## src/rtl/dtg_pkg.sv

```systemverilog
package dtg_pkg;
  localparam int unsigned FW   = 16;        // field width, half of a config word
  localparam int unsigned WW   = 2 * FW;    // config word width
  localparam int unsigned TW   = FW + 3;    // room for the sum of five fields
  localparam int unsigned AXES = 2;         // 0: horizontal, 1: vertical

  typedef struct packed {
    logic [FW-1:0] ref_len;
    logic [FW-1:0] sync_len;
    logic [FW-1:0] back_len;
    logic [FW-1:0] act_len;
    logic [FW-1:0] front_len;
  } axis_cfg_t;
endpackage

```

## src/rtl/dtg_counter.sv

```systemverilog
module dtg_counter
  import dtg_pkg::*;
(
  input  logic          clk_i,
  input  logic          rst_ni,
  input  logic          clear_i,
  input  logic          step_i,
  input  logic          wrap_i,
  output logic [TW-1:0] cnt_o
);
  always_ff @(posedge clk_i or negedge rst_ni) begin
    if (!rst_ni)      cnt_o <= '0;
    else if (clear_i) cnt_o <= '0;
    else if (step_i)  cnt_o <= wrap_i ? '0 : cnt_o + TW'(1);
  end
endmodule

```

## src/rtl/dtg_axis.sv

```systemverilog
module dtg_axis
  import dtg_pkg::*;
(
  input  logic [TW-1:0] cnt_i,
  input  axis_cfg_t     cfg_i,
  output logic          sync_o,
  output logic          act_o,
  output logic          last_o,
  output logic [FW-1:0] pos_o
);
  logic [TW-1:0] sync_beg, sync_end, act_beg, act_end, total;
  logic [TW:0]   cnt_nxt;

  always_comb begin
    sync_beg = TW'(cfg_i.ref_len);
    sync_end = sync_beg + TW'(cfg_i.sync_len);
    act_beg  = sync_end + TW'(cfg_i.back_len);
    act_end  = act_beg + TW'(cfg_i.act_len);
    total    = act_end + TW'(cfg_i.front_len);
    cnt_nxt  = {1'b0, cnt_i} + (TW+1)'(1);
    sync_o   = (cnt_i >= sync_beg) && (cnt_i < sync_end);
    act_o    = (cnt_i >= act_beg) && (cnt_i < act_end);
    last_o   = cnt_nxt >= {1'b0, total};  // a zero total still wraps
    pos_o    = FW'(cnt_i - act_beg);
  end
endmodule

```

## src/rtl/dtg_timing.sv

```systemverilog
module dtg_timing
  import dtg_pkg::*;
(
  input  logic          clk_i,
  input  logic          rst_ni,
  input  logic [WW-1:0] ref_sync_i,
  input  logic [WW-1:0] sync_width_i,
  input  logic [WW-1:0] back_porch_i,
  input  logic [WW-1:0] front_porch_i,
  input  logic [WW-1:0] active_size_i,
  input  logic          hs_inv_i,
  input  logic          vs_inv_i,
  output logic          hsync_o,
  output logic          vsync_o,
  output logic          de_o,
  output logic [FW-1:0] x_o,
  output logic [FW-1:0] y_o
);
  axis_cfg_t [AXES-1:0] cfg_d, cfg_q;
  logic [AXES-1:0]      sync_w, act_w, last_w;
  logic [TW-1:0]        cnt_w [AXES];
  logic [FW-1:0]        pos_w [AXES];
  logic                 run_q, load_w;

  // first idle cycle after reset, or last clock of the frame
  assign load_w = !run_q || (last_w[0] && last_w[1]);

  for (genvar g = 0; g < AXES; g++) begin : g_axis
    assign cfg_d[g].ref_len   = ref_sync_i   [g*FW +: FW];
    assign cfg_d[g].sync_len  = sync_width_i [g*FW +: FW];
    assign cfg_d[g].back_len  = back_porch_i [g*FW +: FW];
    assign cfg_d[g].act_len   = active_size_i[g*FW +: FW];
    assign cfg_d[g].front_len = front_porch_i[g*FW +: FW];

    always_ff @(posedge clk_i or negedge rst_ni) begin
      if (!rst_ni)     cfg_q[g] <= '0;
      else if (load_w) cfg_q[g] <= cfg_d[g];
    end

    dtg_axis u_axis (
      .cnt_i  (cnt_w[g]),
      .cfg_i  (cfg_q[g]),
      .sync_o (sync_w[g]),
      .act_o  (act_w[g]),
      .last_o (last_w[g]),
      .pos_o  (pos_w[g])
    );
  end

  always_ff @(posedge clk_i or negedge rst_ni) begin
    if (!rst_ni) run_q <= 1'b0;
    else         run_q <= 1'b1;
  end

  dtg_counter u_hcnt (
    .clk_i   (clk_i),
    .rst_ni  (rst_ni),
    .clear_i (!run_q),
    .step_i  (run_q),
    .wrap_i  (last_w[0]),
    .cnt_o   (cnt_w[0])
  );

  dtg_counter u_vcnt (
    .clk_i   (clk_i),
    .rst_ni  (rst_ni),
    .clear_i (!run_q),
    .step_i  (run_q && last_w[0]),
    .wrap_i  (last_w[1]),
    .cnt_o   (cnt_w[1])
  );

  assign hsync_o = (run_q && sync_w[0]) ^ hs_inv_i;
  assign vsync_o = (run_q && sync_w[1]) ^ vs_inv_i;
  assign de_o    = run_q && (&act_w);
  assign x_o     = de_o ? pos_w[0] : '0;
  assign y_o     = de_o ? pos_w[1] : '0;
endmodule

```

## config.mk

```make
export PLATFORM = sky130hd
export DESIGN_NAME = dtg_timing
export DESIGN_NICKNAME = d
export VERILOG_FILES = /design/src/rtl/dtg_pkg.sv /design/src/rtl/dtg_counter.sv /design/src/rtl/dtg_axis.sv /design/src/rtl/dtg_timing.sv
export SDC_FILE = /design/constraint.sdc
export NUM_CORES = 1
export LEC_CHECK = 0
export ABC_AREA = 1
export BUFFER_PORTS_ARGS = -buffer_cell sky130_fd_sc_hd__buf_2
export CORE_ASPECT_RATIO = 0.75
export CORE_MARGIN = 2
export CORE_UTILIZATION = 60
export CTS_BUF_LIST = sky130_fd_sc_hd__clkbuf_2
export DETAILED_ROUTE_END_ITERATION = 8
export HOLD_SLACK_MARGIN = 0.06
export PLACE_DENSITY_LB_ADDON = 0.12
export SYNTH_ARGS = -nofsm -noshare
export SYNTH_HDL_FRONTEND = slang
export SYNTH_SLANG_ARGS = --single-unit
```

## constraint.sdc

```tcl
create_clock -name clk_i -period 8.95 [get_ports clk_i]
set_input_delay 0.895 -clock clk_i [delete_from_list [all_inputs] [get_ports clk_i]]
set_output_delay 0.895 -clock clk_i [all_outputs]
set_load 0.1 [all_outputs]
```

### Yosys cells after proc, flatten, opt, wreduce, memory -nomap -nowiden

Index checks and enable logic that the tools add are counted.

| cells by class | value |
|---|---|
| add/sub/neg operators | 14 |
| order comparisons | 10 |
| eq/ne operators | 1 |
| muxes and demuxes | 7 |
| bitwise logic cells | 2 |
| reductions and logical operators | 12 |

Operator list:

| operator | count |
|---|---|
| 2-to-1 mux 19 bit | 5 |
| adder 19 x 16 -> 19 bit | 4 |
| adder 19 x 1 -> 20 bit, second input constant | 2 |
| greater-or-equal comparator 20 x 19 -> 1 bit | 2 |
| adder 19 x 1 -> 19 bit, second input constant | 2 |
| greater-or-equal comparator 19 x 16 -> 1 bit | 2 |
| greater-or-equal comparator 19 bit | 2 |
| less-than comparator 19 x 17 -> 1 bit | 2 |
| less-than comparator 19 bit | 2 |
| adder 17 x 16 -> 18 bit | 2 |
| adder 16 x 16 -> 17 bit | 2 |
| 2-to-1 mux 16 bit | 2 |
| subtractor 16 bit | 2 |
| logical AND 1 bit | 9 |
| inequality test 2 x 1 -> 1 bit, second input constant | 1 |
| AND reduction 2 bit | 1 |
| XOR 1 bit | 2 |
| zero test 1 bit | 1 |
| logical OR 1 bit | 1 |

| word-level totals | value |
|---|---|
| flip-flop bits (word level) | 199 |
| input bits | 164 |
| output and inout bits | 35 |
| logic and storage cells | 59 |

### Depth between registers and ports, before layout

| depth | value |
|---|---|
| word-level depth | 8 |
| depth in mapped cells | 44 |

### Modules after synthesis

A second synthesis with hierarchy kept.

| second synthesis, totals | value |
|---|---|
| cells, all modules | 3091 |
| area total of the unflattened synthesis | 21659.5 um^2 |

Modules (own cells, without submodules):

| module | instances | cells each | area an instance (um^2) | sequential area each (um^2) |
|---|---|---|---|---|
| dtg_timing | 1 | 777 | 6617.6 | 4028.9 |
| dtg_axis (g_axis[0].u_axis) | 1 | 1005 | 6394.9 | 0.0 |
| dtg_axis (g_axis[1].u_axis) | 1 | 963 | 6117.1 | 0.0 |
| dtg_counter | 2 | 173 | 1265.0 | 475.5 |

### Worst setup path after synthesis

Ideal clock, no wire load.

| path | value |
|---|---|
| path kind | reg2out |
| start | reg cfg_q[144] (netlist name) |
| end | out y_o[10] |
| data arrival time | 6733 ps |
| data required time | 8055 ps |
| path slack | 1322 ps |
| cell stages (with the launch flop) | 39 |
| cell sequence | dfrtp_1 -> ha_1 -> inv_1 -> fa_1 -> o21ai_0 -> nand2_1 -> nand2_1 -> inv_1 -> o21bai_1 -> a31o_2 -> xor2_1 -> ha_1 -> a21oi_1 -> o21ai_0 -> a21oi_1 -> nand2_1 -> or2_2 -> and2_1 -> [... 3 more ...] -> nand2_1 -> nand3_1 -> inv_1 -> nor3_1 -> inv_1 -> ha_1 -> nand2_1 -> inv_1 -> nand3_1 -> inv_1 -> a21oi_1 -> nand2_1 -> nor2_1 -> nand2_1 -> nor2_1 -> nand2_1 -> clkbuf_1 -> nor2_1 |

| between the ends | value |
|---|---|
| word-level cells in the longest chain between the ends | 8 |
| elaborated cells on any way between the ends | 10 |
| classes of those cells | 4 x add/sub; 2 x order compare; 1 x mux; 3 x reduce/logical |

Ends and longest elaborated chain:

| element | line | text |
|---|---|---|
| start, declared | dtg_timing.sv:19 | `axis_cfg_t [AXES-1:0] cfg_d, cfg_q;` |
| start signal, assigned by index | dtg_timing.sv:37 | `else if (load_w) cfg_q[g] <= cfg_d[g];` |
| adder 16 x 16 -> 17 bit (*) | dtg_axis.sv:16 | `sync_end = sync_beg + TW'(cfg_i.sync_len);` |
| adder 17 x 16 -> 18 bit (*) | dtg_axis.sv:17 | `act_beg = sync_end + TW'(cfg_i.back_len);` |
| adder 19 x 16 -> 19 bit | dtg_axis.sv:18 | `act_end = act_beg + TW'(cfg_i.act_len);` |
| less-than comparator 19 bit | dtg_axis.sv:22 | `act_o = (cnt_i >= act_beg) && (cnt_i < act_end);` |
| logical AND 1 bit | dtg_axis.sv:22 |  |
| AND reduction 2 bit | dtg_timing.sv:75 | `assign de_o = run_q && (&act_w);` |
| logical AND 1 bit | dtg_timing.sv:75 |  |
| 2-to-1 mux 16 bit (*) | dtg_timing.sv:77 | `assign y_o = de_o ? pos_w[1] : '0;` |
| end, declared | dtg_timing.sv:17 | `output logic [FW-1:0] y_o` |

Every way passes the cells marked *; elsewhere a longest branch is shown, timed or not.

### Worst setup path in the final report

| path | value |
|---|---|
| start | reg cfg_q[128] (netlist name) |
| end | out x_o[12] |

| between the ends | value |
|---|---|
| word-level cells in the longest chain between the ends | 8 |
| elaborated cells on any way between the ends | 9 |
| classes of those cells | 3 x add/sub; 2 x order compare; 1 x mux; 3 x reduce/logical |

Ends and longest elaborated chain:

| element | line | text |
|---|---|---|
| adder 16 x 16 -> 17 bit (*) | dtg_axis.sv:16 |  |
| adder 17 x 16 -> 18 bit (*) | dtg_axis.sv:17 |  |
| adder 19 x 16 -> 19 bit | dtg_axis.sv:18 |  |
| less-than comparator 19 bit | dtg_axis.sv:22 |  |
| logical AND 1 bit (*) | dtg_axis.sv:22 |  |
| AND reduction 2 bit (*) | dtg_timing.sv:75 |  |
| logical AND 1 bit (*) | dtg_timing.sv:75 |  |
| 2-to-1 mux 16 bit (*) | dtg_timing.sv:76 | `assign x_o = de_o ? pos_w[0] : '0;` |
| end, declared | dtg_timing.sv:16 | `output logic [FW-1:0] x_o,` |

Marked as above.

==> flow_summary.yaml <==
place:
  hpwl_mm: 50.5
  portBuffers: 198
  place.gp.congestion: 1.03
clock_network:
  h-tree-depth: 4
  cts_tree: "done"
  cts_buffers: 17
  clk_pin_slew_ns: 0.37
  clock-sinks: 199
  clock_latency_ns: 1.00
  cts-root-buf: "clkbuf_2"
  clockBufferDepth: 2
yosys:
  yosysUniqueCellTypes: 46
  syn_nets: 3369
  synth_common_cells: "656 x nand2_1, 405 x nand3_1, 346 x inv_1, 314 x ha_1, 208 x a21oi_1"
  synth_warnings: 0
  synth.yosys.seq_area_share_pct: 24.2
  synthesis.area_sq_um: 20600
  yosys.area.top_type: "dfrtp_1"
  yosys.area.top_type_share_pct: 24.2
  synth_ff_type: "dfrtp_1"
  async_flop_share_pct: 100
  avgSynthCellArea_sq_um: 7.14
  synth.most_common_cell: "nand2_1"
  ys_top_cells_by_area: "dfrtp_1 24%, ha_1 19%, nand2_1 12%"
  synth-seq-cells: 199
  netlist_instances: 2881
  synth_edf_count: 0
sta:
  finalCriticalPeriod_ns: 8.54
  setup_viol: 0
  report.final.hold_viol_count: 0
  period_share_pct: 95.4
  finalClockSkew_ns: 0.0988
  max-slew-margin-rel_pct: 41.8
  drv_slew: 0
  fmax_ghz: 0.117
  tightest_slew_ns: 0.874
floorplan:
  start_util_pct: 61.1
  fp.dieH_um: 164
  die_w_um: 218
  dieArea_sq_um: 35800
  placementRows: 58
  ioPinCount: 199
  placeableCoreArea_sq_um: 33700
route:
  top_layer_used: "met4"
  dr.pass1.iters: 6
  vias: 20874
  routed_wl_mm: 64.2
  wl_per_cell_um: 18.1
  wl_met1_mm: 29.8
  via_per_inst: 5.88
  drc: 0
  drt_iter0_markers: 2089
  drt.antenna.violating_nets: 0
  met2_length_mm: 26.7
  met3_length_mm: 6.58
setup_path:
  slowest_delay_ns: 0.47
  startpoint: "cfg_q[128]$_DFFE_PN0P_"
  required_ns: 8.06
  rrSetupSlack_ns: 0.72
  cpMostUsedCell: "nand2_1"
  r2r-start: "cfg_q[146]$_DFFE_PN0P_"
  start_kind: "register"
  slowest_stage: "dfrtp_1"
  end_kind: "primary output"
  rr_worst_depth: 43
  timing.rr.end: "cfg_q[132]$_DFFE_PN0P_"
  crit_fanout: 16
  arrival_ns: 7.64
  critPathKind: "reg -> out"
cells_and_area:
  post-route-util_pct: 67.9
  area_growth_pct: 11.2
  fillers: 2937
  drive_gt1_share_pct: 10.9
  final_net_count: 3568
power_and_ir_drop:
  p_leak_nw: 12.9
  pwr_density_cell_nw_per_um2: 209
  irDropWorstVdd_v: 0.000161
  power_mw: 4.78
global_route:
  grt_use_total_pct: 35.6
  grt_pass1_wl_mm: 100
  grt_pass1_vias: 19033
  overflow: 0
  antenna_found_initial: 4
  grt_max_degree: 129
hold_path:
  whs_path_depth: 3
  hp-start: "ref_sync_i[5]"
  min_path_type: "in -> reg"
  holdPathEnd: "cfg_q[69]$_DFFE_PN0P_"
run_status:
  outcome: "complete, no violations"
job:
  maxCapViolations: 0
-- layout make-up --
cell class | count | area, sq um | share of cell area [%]
timing repair buffer | 261 | 1680 | 7.33
sequential | 199 | 4980 | 21.8
clock inverter | 15 | 179 | 0.782
antenna | 4 | 10.0 | 0.0437
tap | 450 | 563 | 2.46
inverter | 346 | 1300 | 5.68
clock buffer | 17 | 85.1 | 0.372
multi-input combinational | 2255 | 14100 | 61.6
-- state kept, by name, indices dropped and copies added, names as in the netlist --
register / count
cfg_q: 160
u_hcnt.cnt_o: 19
u_vcnt.cnt_o: 19
run_q: 1
-- how the worst max path moves through the flow --
stage | endpoint | slack, ns | depth (start not counted)
finish | x_o[12] | 0.41 | 39
global route | x_o[11] | -0.06 | 39
CTS | x_o[10] | 0.03 | 39
detailed placement | x_o[10] | 0.52 | 39
global placement | x_o[12] | 0.57 | 39
floorplan | y_o[10] | 1.32 | 38
-- worst max-delay path, delay by kind of cell, from the launching register on --
family,cells,cell delay (ns)
compound gates,8,1.53
xor+xnor,2,0.44
fa+ha+maj,5,1.59
buf+inv,5,0.63
flops,1,0.47
simple gates,19,2.01
-- stage by stage --
step                hold WS (ns)  setup slack [ns]  cells  setup TNS (ns)  instance area [sq um]
floorplan                  0.478              1.32   2881               0                  20600
global placement           0.495             0.574   3463               0                  21800
detailed placement         0.495             0.517   3463               0                  21800
CTS                       0.0625            0.0274   3517               0                  22400
global route              0.0615           -0.0635   3546          -0.948                  22900
finish                     0.100             0.414   3547               0                  22900
-- power by group --
part / switching, mW / leakage (nW) / internal (mW) / total, mW
combinational: 2.10 / 10.1 / 1.14 / 3.25
sequential: 0.0637 / 2.62 / 0.961 / 1.02
clock: 0.406 / 0.156 / 0.101 / 0.507
total: 2.57 / 12.9 / 2.21 / 4.78
-- cells in the final DEF (no fill, tap or decap), types with 7 or more instances in the layout --
master         synthesis  routed
nand2_1              656     650
nand3_1              405     402
inv_1                346     346
ha_1                 314     308
a21oi_1              208     202
dfrtp_1              199     198
buf_2                 36     180
nor2_1               166     162
xor2_1               104     100
o21ai_0               95      87
xnor2_1               59      55
nand4_1               44      44
dlygate4sd3_1          0      36
nor3_1                37      33
buf_4                  4      32
o21bai_1              21      20
a21o_1                17      17
clkbuf_2               0      17
nor4_1                15      13
a31oi_1               13      13
nand3_2               10      13
a31o_2                11      11
a21boi_0              11      10
fa_1                  10      10
o21ai_1                3       8
o211ai_1               8       8
o31ai_1                8       8
nand3b_1               7       7
buf_6                 11       7
-- layer usage --
metal  GRT usage [%]  vias to the layer above
met5            1.25                        -
met4            9.12                        0
met3            7.83                       88
met2            52.0                      943
met1            52.8                     9781
li1                -                    10062
-- what timing repair did --
| action | 4_1_cts | 5_1_grt |
|---|---|---|
| pin swaps | 0 | 12 |
| resized for setup | 24 | 59 |
| gates cloned | 0 | 1 |
| buffers inserted | 0 | 11 |
| setup endpoints to repair | 33 | 34 |
| hold buffers | 22 | 14 |
| hold endpoints to repair | 98 | 14 |
-- logic make-up (layout without fill, tap and decap cells) --
group / count (synthesis) / count (layout) / synth area share [%]
fa+ha+maj: 324 / 324 / 20.1
other cells: 1 / 5 / 0.0182
flops: 199 / 199 / 24.2
xor+xnor: 163 / 163 / 6.94
compound gates: 406 / 406 / 11.1
simple gates: 1360 / 1361 / 29.1
buf+inv: 428 / 639 / 8.56
Note: power is estimated with default switching activity, not from simulation.
